--- src/rtl/tmr_pair_pkg.sv ---
package tmr_pair_pkg;
  localparam int BYTE_W = 8;
  localparam int ADDR_W = 3;
  localparam int N_CH   = 2;

  typedef enum logic [1:0] {
    MODE_13B   = 2'd0,
    MODE_16B   = 2'd1,
    MODE_RLD   = 2'd2,
    MODE_SPLIT = 2'd3
  } tmr_mode_e;

  typedef struct packed {
    logic      gate;
    logic      use_evt;
    tmr_mode_e mode;
  } chan_cfg_t;

  localparam logic [ADDR_W-1:0] A_CFG  = 3'd0;
  localparam logic [ADDR_W-1:0] A_CTRL = 3'd1;
  localparam logic [ADDR_W-1:0] A_CNT  = 3'd2;
endpackage

--- src/rtl/tmr_pin_sync.sv ---
module tmr_pin_sync #(
  parameter int WIDTH  = 4,
  parameter int STAGES = 2
) (
  input  logic             clk,
  input  logic             rst_n,
  input  logic [WIDTH-1:0] pin_in,
  output logic [WIDTH-1:0] pin_lvl
);
  logic [STAGES-1:0][WIDTH-1:0] sh_q, sh_d;

  always_comb begin
    sh_d[0] = pin_in;
    for (int s = 1; s < STAGES; s++) sh_d[s] = sh_q[s-1];
  end

  always_ff @(posedge clk or negedge rst_n) begin
    if (!rst_n) sh_q <= '0;
    else        sh_q <= sh_d;
  end

  assign pin_lvl = sh_q[STAGES-1];
endmodule

--- src/rtl/tmr_channel.sv ---
module tmr_channel
  import tmr_pair_pkg::*;
#(
  parameter int PRESC_W  = 5,
  parameter bit SPLIT_OK = 1'b0
) (
  input  logic              clk,
  input  logic              rst_n,
  input  logic              tick,
  input  logic              run,
  input  logic              hi_run,
  input  logic              gate_lvl,
  input  logic              evt_lvl,
  input  chan_cfg_t         cfg,
  input  logic              wr_lo,
  input  logic              wr_hi,
  input  logic [BYTE_W-1:0] wdata,
  output logic [BYTE_W-1:0] cnt_lo,
  output logic [BYTE_W-1:0] cnt_hi,
  output logic              ovf_main,
  output logic              ovf_hi
);
  localparam int CW = 2 * BYTE_W;

  logic [BYTE_W-1:0] lo_q, lo_d, hi_q, hi_d;
  logic              evt_prev_q, evt_prev_d;
  logic              evt_fall, chan_en, step, hi_step;
  logic [CW-1:0]     wide_nx;

  assign evt_fall   = tick & evt_prev_q & ~evt_lvl;
  assign evt_prev_d = tick ? evt_lvl : evt_prev_q;
  assign chan_en    = run & (~cfg.gate | gate_lvl);
  assign step       = chan_en & (cfg.use_evt ? evt_fall : tick);
  assign hi_step    = tick & hi_run;
  assign wide_nx    = {hi_q, lo_q} + CW'(1);

  always_comb begin
    lo_d     = lo_q;
    hi_d     = hi_q;
    ovf_main = 1'b0;
    ovf_hi   = 1'b0;
    if (wr_lo || wr_hi) begin
      if (wr_lo) lo_d = wdata;
      if (wr_hi) hi_d = wdata;
    end else begin
      case (cfg.mode)
        MODE_13B: if (step) begin
          if (&lo_q[PRESC_W-1:0]) begin
            lo_d[PRESC_W-1:0] = '0;
            hi_d              = hi_q + BYTE_W'(1);
            ovf_main          = &hi_q;
          end else begin
            lo_d[PRESC_W-1:0] = lo_q[PRESC_W-1:0] + PRESC_W'(1);
          end
        end
        MODE_16B: if (step) begin
          {hi_d, lo_d} = wide_nx;
          ovf_main     = &{hi_q, lo_q};
        end
        MODE_RLD: if (step) begin
          if (&lo_q) begin
            lo_d     = hi_q;
            ovf_main = 1'b1;
          end else begin
            lo_d = lo_q + BYTE_W'(1);
          end
        end
        default: if (SPLIT_OK) begin
          if (step) begin
            lo_d     = lo_q + BYTE_W'(1);
            ovf_main = &lo_q;
          end
          if (hi_step) begin
            hi_d   = hi_q + BYTE_W'(1);
            ovf_hi = &hi_q;
          end
        end
      endcase
    end
  end

  always_ff @(posedge clk or negedge rst_n) begin
    if (!rst_n) begin
      lo_q       <= '0;
      hi_q       <= '0;
      evt_prev_q <= 1'b0;
    end else begin
      lo_q       <= lo_d;
      hi_q       <= hi_d;
      evt_prev_q <= evt_prev_d;
    end
  end

  assign cnt_lo = lo_q;
  assign cnt_hi = hi_q;
endmodule

--- src/rtl/tmr_pair.sv ---
module tmr_pair
  import tmr_pair_pkg::*;
#(
  parameter int PRESC_W     = 5,
  parameter int SYNC_STAGES = 2
) (
  input  logic              clk,
  input  logic              rst_n,
  input  logic              tick_en,
  input  logic              wr_en,
  input  logic [ADDR_W-1:0] wr_addr,
  input  logic [BYTE_W-1:0] wr_data,
  input  logic [ADDR_W-1:0] rd_addr,
  output logic [BYTE_W-1:0] rd_data,
  input  logic [N_CH-1:0]   evt_pin,
  input  logic [N_CH-1:0]   gate_pin,
  input  logic [N_CH-1:0]   ovf_ack,
  output logic [N_CH-1:0]   ovf_flag
);
  localparam int CFG_NIB = 4;

  logic [BYTE_W-1:0]             cfg_q, cfg_d;
  logic [N_CH-1:0]               run_q, run_d, ovf_q, ovf_d;
  logic [N_CH-1:0]               ovf_set, ovf_keep;
  logic [N_CH-1:0]               ch_ovf_main, ch_ovf_hi;
  logic [N_CH-1:0][BYTE_W-1:0]   cnt_lo, cnt_hi;
  logic [2*N_CH-1:0]             pin_lvl;
  logic                          wr_cfg, wr_ctrl, split0;
  chan_cfg_t [N_CH-1:0]          ch_cfg;

  assign wr_cfg  = wr_en && (wr_addr == A_CFG);
  assign wr_ctrl = wr_en && (wr_addr == A_CTRL);

  tmr_pin_sync #(.WIDTH(2*N_CH), .STAGES(SYNC_STAGES)) u_sync (
    .clk    (clk),
    .rst_n  (rst_n),
    .pin_in ({gate_pin, evt_pin}),
    .pin_lvl(pin_lvl)
  );

  for (genvar i = 0; i < N_CH; i++) begin : g_ch
    localparam logic [ADDR_W-1:0] A_LO = ADDR_W'(A_CNT + 2*i);
    localparam logic [ADDR_W-1:0] A_HI = ADDR_W'(A_CNT + 2*i + 1);
    logic hi_run;

    assign ch_cfg[i] = chan_cfg_t'(cfg_q[CFG_NIB*i +: CFG_NIB]);
    assign hi_run    = (i == 0) ? run_q[N_CH-1] : 1'b0;

    tmr_channel #(.PRESC_W(PRESC_W), .SPLIT_OK(i == 0)) u_chan (
      .clk     (clk),
      .rst_n   (rst_n),
      .tick    (tick_en),
      .run     (run_q[i]),
      .hi_run  (hi_run),
      .gate_lvl(pin_lvl[N_CH+i]),
      .evt_lvl (pin_lvl[i]),
      .cfg     (ch_cfg[i]),
      .wr_lo   (wr_en && (wr_addr == A_LO)),
      .wr_hi   (wr_en && (wr_addr == A_HI)),
      .wdata   (wr_data),
      .cnt_lo  (cnt_lo[i]),
      .cnt_hi  (cnt_hi[i]),
      .ovf_main(ch_ovf_main[i]),
      .ovf_hi  (ch_ovf_hi[i])
    );
  end

  assign split0     = (ch_cfg[0].mode == MODE_SPLIT);
  assign ovf_set[0] = ch_ovf_main[0];
  assign ovf_set[1] = split0 ? ch_ovf_hi[0] : (ch_ovf_main[1] | ch_ovf_hi[1]);

  always_comb begin
    cfg_d    = wr_cfg ? wr_data : cfg_q;
    run_d    = wr_ctrl ? wr_data[N_CH-1:0] : run_q;
    ovf_keep = wr_ctrl ? wr_data[2*N_CH-1:N_CH] : ovf_q;
    ovf_d    = ovf_set | (ovf_keep & ~ovf_ack);
  end

  always_ff @(posedge clk or negedge rst_n) begin
    if (!rst_n) begin
      cfg_q <= '0;
      run_q <= '0;
      ovf_q <= '0;
    end else begin
      cfg_q <= cfg_d;
      run_q <= run_d;
      ovf_q <= ovf_d;
    end
  end

  always_comb begin
    case (rd_addr)
      A_CFG:   rd_data = cfg_q;
      A_CTRL:  rd_data = BYTE_W'({ovf_q, run_q});
      3'd2:    rd_data = cnt_lo[0];
      3'd3:    rd_data = cnt_hi[0];
      3'd4:    rd_data = cnt_lo[1];
      3'd5:    rd_data = cnt_hi[1];
      default: rd_data = '0;
    endcase
  end

  assign ovf_flag = ovf_q;
endmodule

--- config.mk ---
export PLATFORM = sky130hd
export DESIGN_NAME = tmr_pair
export DESIGN_NICKNAME = d
export VERILOG_FILES = /design/src/rtl/tmr_pair_pkg.sv /design/src/rtl/tmr_pin_sync.sv /design/src/rtl/tmr_channel.sv /design/src/rtl/tmr_pair.sv
export SDC_FILE = /design/constraint.sdc
export NUM_CORES = 1
export LEC_CHECK = 0
export ABC_AREA = 1
export BUFFER_PORTS_ARGS = -buffer_cell sky130_fd_sc_hd__buf_2
export CORE_MARGIN = 10
export CORE_UTILIZATION = 49
export DETAILED_ROUTE_END_ITERATION = 16
export PLACE_DENSITY = 0.77
export SLEW_MARGIN = 20
export SYNTH_ARGS = -nofsm -noshare
export SYNTH_HDL_FRONTEND = slang
export SYNTH_SLANG_ARGS = --single-unit
--- constraint.sdc ---
create_clock -name clk -period 1.7 [get_ports clk]
set_input_delay 0.17 -clock clk [delete_from_list [all_inputs] [get_ports clk]]
set_output_delay 0.17 -clock clk [all_outputs]
set_load 0.1 [all_outputs]
==> metrics, run 1 <==
grt ovf 0; core area 8220 sq um; Die Ht 112 microns; syn_area_per_cell 6.46 sq um; DRC 0; Clock Path Buffers 2; Worst Path Required 1.94 ns; CTS Sinks 54; Mapped Nets 682; Worst VDD drop roughly 650 uV; fin cells about 860; Setup WS post-layout -0.0178 ns; Max Slew Vio Count 0; Clock Pin Slew Worst Setup and Hold Paths 0.12 ns; iteration-0 DRC count of the detailed router 529; Yosys top cell area share 32.5%; Clock Latency Late Sink approximately 0.33 ns; Pint around 0.0039 W; failing checks setup timing; MaxCap Viol Count 0; Synth Flop Type dfrtp_1; fin crit share 101%; 1st-pass router iterations 9; RSZ-0062 raised after global routing true; Layout area overhead 35.9%; status finished with violations; shortest period the worst path allows 1.72 ns; top cells by area, synth dfrtp_1 (33%), nand2_1 (17%), nor2_1 (7.1%); Worst-Margin Slew between 0.4 and 0.5 ns; #FFs+latches synth 54; Crit Path Class flip-flop to flip-flop; FF-to-FF path depth 11; worst min path class primary input to flip-flop; Mapped Area 4150 sq um; fraction of layout cells with a size suffix above 1 29.2%; Power Total 0.00780 W; Inserted Diodes 0; all-layer global routing usage 22.1%; Cells on Worst Hold Path 4; Flop pwr share 27.5%; CTS tree built; Switch Pwr 0.00388 W; post-synthesis cell count 643; Leakage 2.80 nW; CP endpoint kind flip-flop; pin count of the biggest net entering global routing 55; Final ANT Viol Nets 0; dpl hpwl 11.1 mm; total clock buffers created by CTS 5; count of input and output buffers 33; Clk pwr share 10.3%; Initial Util 50.5%; global-route wire length before repair 23.1 mm; CP startpoint kind flip-flop; P per Cell Area around 1400 nW/um^2; row count 33; cell taking the most area after synthesis dfrtp_1; Inst Count DP 824; asr flop ratio synth 100%; initial antenna violation count 0; synth unique cells 38; Vias 4,907; Ports 34; Die X 112 microns; Synth warnings 0; maximum clock rate a little under 0.6 GHz; Hold Violations, Final 0; Comb pwr share 62.2%; Routed WL 14.9 mm; routed len/inst 17.3 microns; H-tree level count 2; final instance area 5650 sq um; gpl congestion just under 1; EDFF count, synth 0; final net count 792; routed vias/inst 5.71; crit path DAT 1.95 ns; full die area 12,600 sq um; register area share after synthesis approximately a third; Worst slew margin approximately two thirds; switching share of power 49.7%; setup violators final 1; vias in the first global route 4,520; Placement Cell Area 4970 sq um; peak fanout along the critical path 5; Layout Skew 0.0225 ns; CTS root buf clkbuf_8
area by class of cell:
class / count / area (sq um)
clock inverters: 3 / 26.3
fillers: 666 / 2570
clock buffers: 5 / 68.8
flip-flops and latches: 54 / 1360
well taps: 105 / 131
repair buffers: 111 / 920
inverters: 85 / 329
multi-input cells: 496 / 2810
worst paths after layout:
path | start | endpoint | slack, ns
max reg2reg | cfg_q[4] | g_ch[1].u_chan.cnt_hi[4] | -0.02
min in group asynchronous | rst_n | g_ch[1].u_chan.cnt_hi[2] | 0.36
min | ovf_ack[0] | ovf_flag[0] | 0.09
max | cfg_q[4] | g_ch[1].u_chan.cnt_hi[4] | -0.02
min reg2reg | u_sync.sh_d[7] | u_sync.pin_lvl[3] | 0.36
max in group asynchronous | rst_n | cfg_q[1] | 1.07
placed cells by master, fill, tap and decap left out, types with 4 or more instances in the layout:
cell type        n
buf_4           68
o21ai_2          5
ha_1             4
nor2_1          71
a22oi_1          5
dfrtp_1         50
buf_12          10
a21oi_2          8
nand3_2         10
nand2_4          5
ha_2             6
nor3_1          10
nand2_1        175
clkbuf_8         5
nor2_2           9
nand2_2         10
dlygate4sd3_1    5
a21oi_1         34
nand4_1          8
o21ai_1         12
nor2_4           8
dfrtp_2          4
o21ai_0         28
inv_4            4
nand3_1         45
o22ai_1          4
inv_1           65
ha_4             5
inv_2           16
buf_2           25
power groups by stage:
stage | registers [W] | logic, W | clock network, W
2_1_floorplan | 0.00214 | 0.00254 | 0
4_1_cts | 0.00210 | 0.00429 | 0.000818
3_5_place_dp | 0.00215 | 0.00407 | 0
5_1_grt | 0.00220 | 0.00529 | 0.000856
6_report | 0.00215 | 0.00486 | 0.000802
3_3_place_gp | 0.00212 | 0.00400 | 0
registers in the layout, summed over array words and instances (netlist names):
name,flops
g_ch.u_chan.cnt_hi,16
run_q,2
u_sync.pin_lvl,4
g_ch.u_chan.cnt_lo,16
g_ch.u_chan.evt_prev_q,2
ovf_flag,2
cfg_q,8
u_sync.sh_d,4
logic make-up after synthesis:
| family | after synthesis | share of synthesized area [%] |
|---|---|---|
| AND/OR/NAND/NOR | 364 | 38.4 |
| AO/OA/AOI/OAI | 111 | 14.6 |
| buffers and inverters | 94 | 8.86 |
| flip-flops | 54 | 32.5 |
| adder cells (fa/ha/maj) | 15 | 4.52 |
| XOR/XNOR | 5 | 1.05 |
through the flow:
| step | setup TNS (ns) | worst slack [ns] | utilization [%] | hold slack [ns] |
|---|---|---|---|---|
| 2_1_floorplan | -1.76 | -0.595 | - | -0.126 |
| 3_3_place_gp | 0 | 0.00637 | 60.5 | 0.193 |
| 3_5_place_dp | -0.0914 | -0.0481 | 60.5 | 0.194 |
| 4_1_cts | -0.0322 | -0.0322 | 63.7 | 0.0836 |
| 5_1_grt | -0.709 | -0.0821 | 68.7 | 0.107 |
| 6_report | -0.0178 | -0.0178 | 68.7 | 0.0867 |
worst max-delay path: stages, from the launching register on:
cell and delay (ns):
dfrtp_1 0.43, buf_4 0.15, ha_4 0.16, inv_4 0.07, buf_4 0.10, nor2_2 0.05, nand2_2 0.17, nand2_8 0.09
nor2_8 0.15, nand2_2 0.08, nor2_2 0.11, nor2_1 0.05
Yosys cell counts, types with 8 or more instances:
master and n:
ha_1 15, o21ai_0 40, nand2_1 183, nand3_1 56
a21oi_1 42, inv_1 77, nand4_1 8, dfrtp_1 54
inv_2 8, nor3_1 13, nor2_1 79
what timing repair did:
item | 4_1_cts | 5_1_grt
gates resized for setup | 24 | 83
pin swaps | 9 | 34
hold endpoints to repair | 58 | 0
buffers inserted | 6 | 15
gates cloned | 1 | 0
hold buffers | 5 | 0
endpoints found under the setup margin | 19 | 40
layer usage:
metal	up-vias	track usage, %	wire, microns	part of all wire (%)
met2	275	36.6	7050	47
li1	2315	-	-	-
met1	2282	28.3	6060	41
met4	0	5.84	346	2.3
met3	35	5.01	1400	9.4
met5	-	0	0	0
No activity file was read; power rests on OpenSTA's default activity.
==> inputs of run 2 (changes only) <==
Settings changed: ABC_CLOCK_PERIOD_IN_PS set to 1700, CORE_UTILIZATION 49 to 41, PLACE_DENSITY 0.77 to 0.67.
==> run 2 against run 1 <==
Compared with the run above:
- the flow still finishes with violations (setup timing)
- setup slack got worse by 0.028 ns
- critical path depth shrank 2
- first-iteration DRC count fell by 1.7%
- wire length is 3.2% higher
- sequential power hardly changed
- critical endpoint is now g_ch[1].u_chan.cnt_hi[0]
==> metrics, run 2 (synthesized netlist as in run 1, its figures left out) <==
worst min path class primary input to flip-flop (unchanged); register area 1360 sq um (about the same); Clock Pin Slew Worst Setup and Hold Paths 0.13 ns (was 0.12 ns); H-tree level count 2 (unchanged); CP startpoint kind flip-flop (unchanged); full die area 14,600 sq um (was 12,600 sq um); setup TNS -0.159 ns (was -0.0178 ns); CP endpoint kind flip-flop (unchanged); most frequent cells in the layout nand2_1 (171), nor2_1 (68), buf_4 (68) (was nand2_1 (175), nor2_1 (71), buf_4 (68)); 1st-pass router iterations 5 (was 9); Crit Path Class flip-flop to flip-flop (unchanged); Switch Pwr 0.00412 W (was 0.00388 W); Ports 34 (unchanged); fin crit share 103% (was 101%); CTS tree built (unchanged); Worst Setup EP g_ch[1].u_chan.cnt_hi[0] (was g_ch[1].u_chan.cnt_hi[4]); Comb pwr share 63.5% (was 62.2%); DRC 0 (unchanged); Clock Latency Late Sink 0.34 ns (was 0.33 ns); Routed WL 15.3 mm (was 14.9 mm); maximum clock rate 0.573 GHz (was 0.582 GHz); Inserted Diodes 0 (unchanged); peak fanout along the critical path 6 (was 5); most common cell after layout, fill and taps aside nand2_1 (unchanged); Max Slew Vio Count 0 (unchanged); Worst slew margin 63.3% (was 67.6%); row count 36 (was 33); Initial Util 42.3% (was 50.5%); Worst VDD drop 795 uV (was 654 uV); status finished with violations (unchanged); FF-to-FF path depth 9 (was 11); fillers 955 (was 666); global-route wire length before repair 23.6 mm (was 23.1 mm); failing checks setup timing (unchanged); dpl hpwl 11.4 mm (was 11.1 mm); Flop pwr share 26.2% (was 27.5%); Final ANT Viol Nets 0 (unchanged); switching share of power 50.1% (was 49.7%); Clock Path Buffers 2 (unchanged); worst flop-to-flop path startpoint g_ch[1].u_chan.cnt_lo[1] (was cfg_q[4]); routed len/inst 17.1 microns (was 17.3 microns); pin count of the biggest net entering global routing 55 (unchanged); Layout area overhead 40.7% (was 35.9%); hold_ws 0.0799 ns (was 0.0867 ns); Vias 4,955 (was 4,907); area of the multi-input gates 2900 sq um (was 2810 sq um); Layout Skew 0.0267 ns (was 0.0225 ns); Hold Violations, Final 0 (unchanged); grt ovf 0 (unchanged); total clock buffers created by CTS 5 (unchanged); Pint 0.00410 W (was 0.00392 W); Setup WS post-layout -0.0462 ns (was -0.0178 ns); P per Cell Area 1410 nW/um^2 (was 1380 nW/um^2); Reg2Reg Setup Slack -0.05 ns (was -0.02 ns); MaxCap Viol Count 0 (unchanged); worst r2r dst g_ch[1].u_chan.cnt_hi[0] (was g_ch[1].u_chan.cnt_hi[4]); routed vias/inst 5.54 (was 5.71); crit path from g_ch[1].u_chan.cnt_lo[1] (was cfg_q[4]); setup violators final 6 (was 1); vias in the first global route 4,470 (was 4,520); Leakage 2.87 nW (was 2.80 nW); shortest period the worst path allows 1.75 ns (was 1.72 ns); RSZ-0062 raised after global routing true (unchanged); CTS Sinks 54 (unchanged); crit path DAT 1.99 ns (was 1.95 ns); initial antenna violation count 0 (unchanged); CTS root buf clkbuf_8 (unchanged); Worst-Margin Slew 0.548 ns (was 0.490 ns); Die Ht 121 microns (was 112 microns); fraction of layout cells with a size suffix above 1 32.7% (was 29.2%); iteration-0 DRC count of the detailed router 520 (was 529); core area 9820 sq um (was 8220 sq um); Worst Path Required 1.94 ns (about the same); Die X 121 microns (was 112 microns); Clk pwr share 10.2% (was 10.3%); count of input and output buffers 33 (unchanged); final net count 799 (was 792); all-layer global routing usage 20.0% (was 22.1%); gpl congestion 1.04 (was 0.979)
-- run 2: cell types whose count changed in the layout (fill, tap and decap cells not counted), moves of 4 or more --
cell / previous run / this run
a22oi_1: 5 / 1
a21oi_2: 8 / 13
buf_6: 3 / 11
a22oi_2: 1 / 5
nand2_1: 175 / 171
a21oi_1: 34 / 29
-- run 2: layout make-up --
type	instances	area share [%]
clock inverter	3	0.493
tap	133	2.85
clock buffer	5	1.18
timing repair buffer	118	16.9
inverter	85	5.76
sequential	54	23.2
multi-input combinational	496	49.6
-- run 2: how the worst min path moves through the flow --
stage	end	cells past startpoint	from	slack [ns]
floorplan	cfg_q[0]	0	rst_n	-0.13
global placement	g_ch[1].u_chan.cnt_hi[2]	2	rst_n	0.20
detailed placement	g_ch[1].u_chan.cnt_hi[4]	2	rst_n	0.20
CTS	g_ch[1].u_chan.evt_prev_q	2	tick_en	0.09
global route	g_ch[1].u_chan.evt_prev_q	2	tick_en	0.1
finish	g_ch[1].u_chan.evt_prev_q	2	tick_en	0.08
-- run 2: per-layer routing --
metal,share of wire [%],vias to the layer above,GRT usage [%],wire length [microns]
met5,0,-,0,0
met4,2.2,0,5.05,340
met3,9.2,38,5.12,1420
met2,44,253,29.9,6740
met1,45,2338,27.9,6830
li1,-,2326,-,-
-- run 2: critical path, stage by stage, from the launching register on --
cell and delay (ns):
dfrtp_1 0.41, ha_2 0.23, nand2_4 0.06, nor2_4 0.14, ha_4 0.16, nand4_1 0.13
nand2_2 0.12, nand3_4 0.14, o21ai_1 0.16, o21ai_1 0.09
-- run 2: metrics by stage --
stage / utilization (%) / instance area [sq um] / total power, W / worst slack (ns) / instances
final: 59.5 / 5840 / 0.00823 / -0.0462 / 894
after global routing: 59.5 / 5840 / 0.00877 / -0.188 / 894
after CTS: 53.9 / 5300 / 0.00744 / -0.00645 / 874
after detailed placement: 51.1 / 5020 / 0.00635 / -0.0527 / 855
after global placement: 51.1 / 5020 / 0.00628 / -0.0519 / 855
after floorplan: - / 4190 / 0.00468 / -0.595 / 643
-- run 2: repair_timing --
item,CTS,global route
hold buffers,5,0
gates resized for setup,28,114
setup endpoints to repair,23,41
pin swaps,5,34
endpoints found under the hold margin,58,0
gates cloned,1,0
buffers inserted,5,20
-- run 2: power by group through the flow --
stage | logic, W | registers [W] | clock network, W
after global placement | 0.00415 | 0.00213 | 0
after CTS | 0.00447 | 0.00211 | 0.000868
after detailed placement | 0.00420 | 0.00215 | 0
final | 0.00523 | 0.00216 | 0.000841
after floorplan | 0.00254 | 0.00214 | 0
after global routing | 0.00567 | 0.00221 | 0.000901
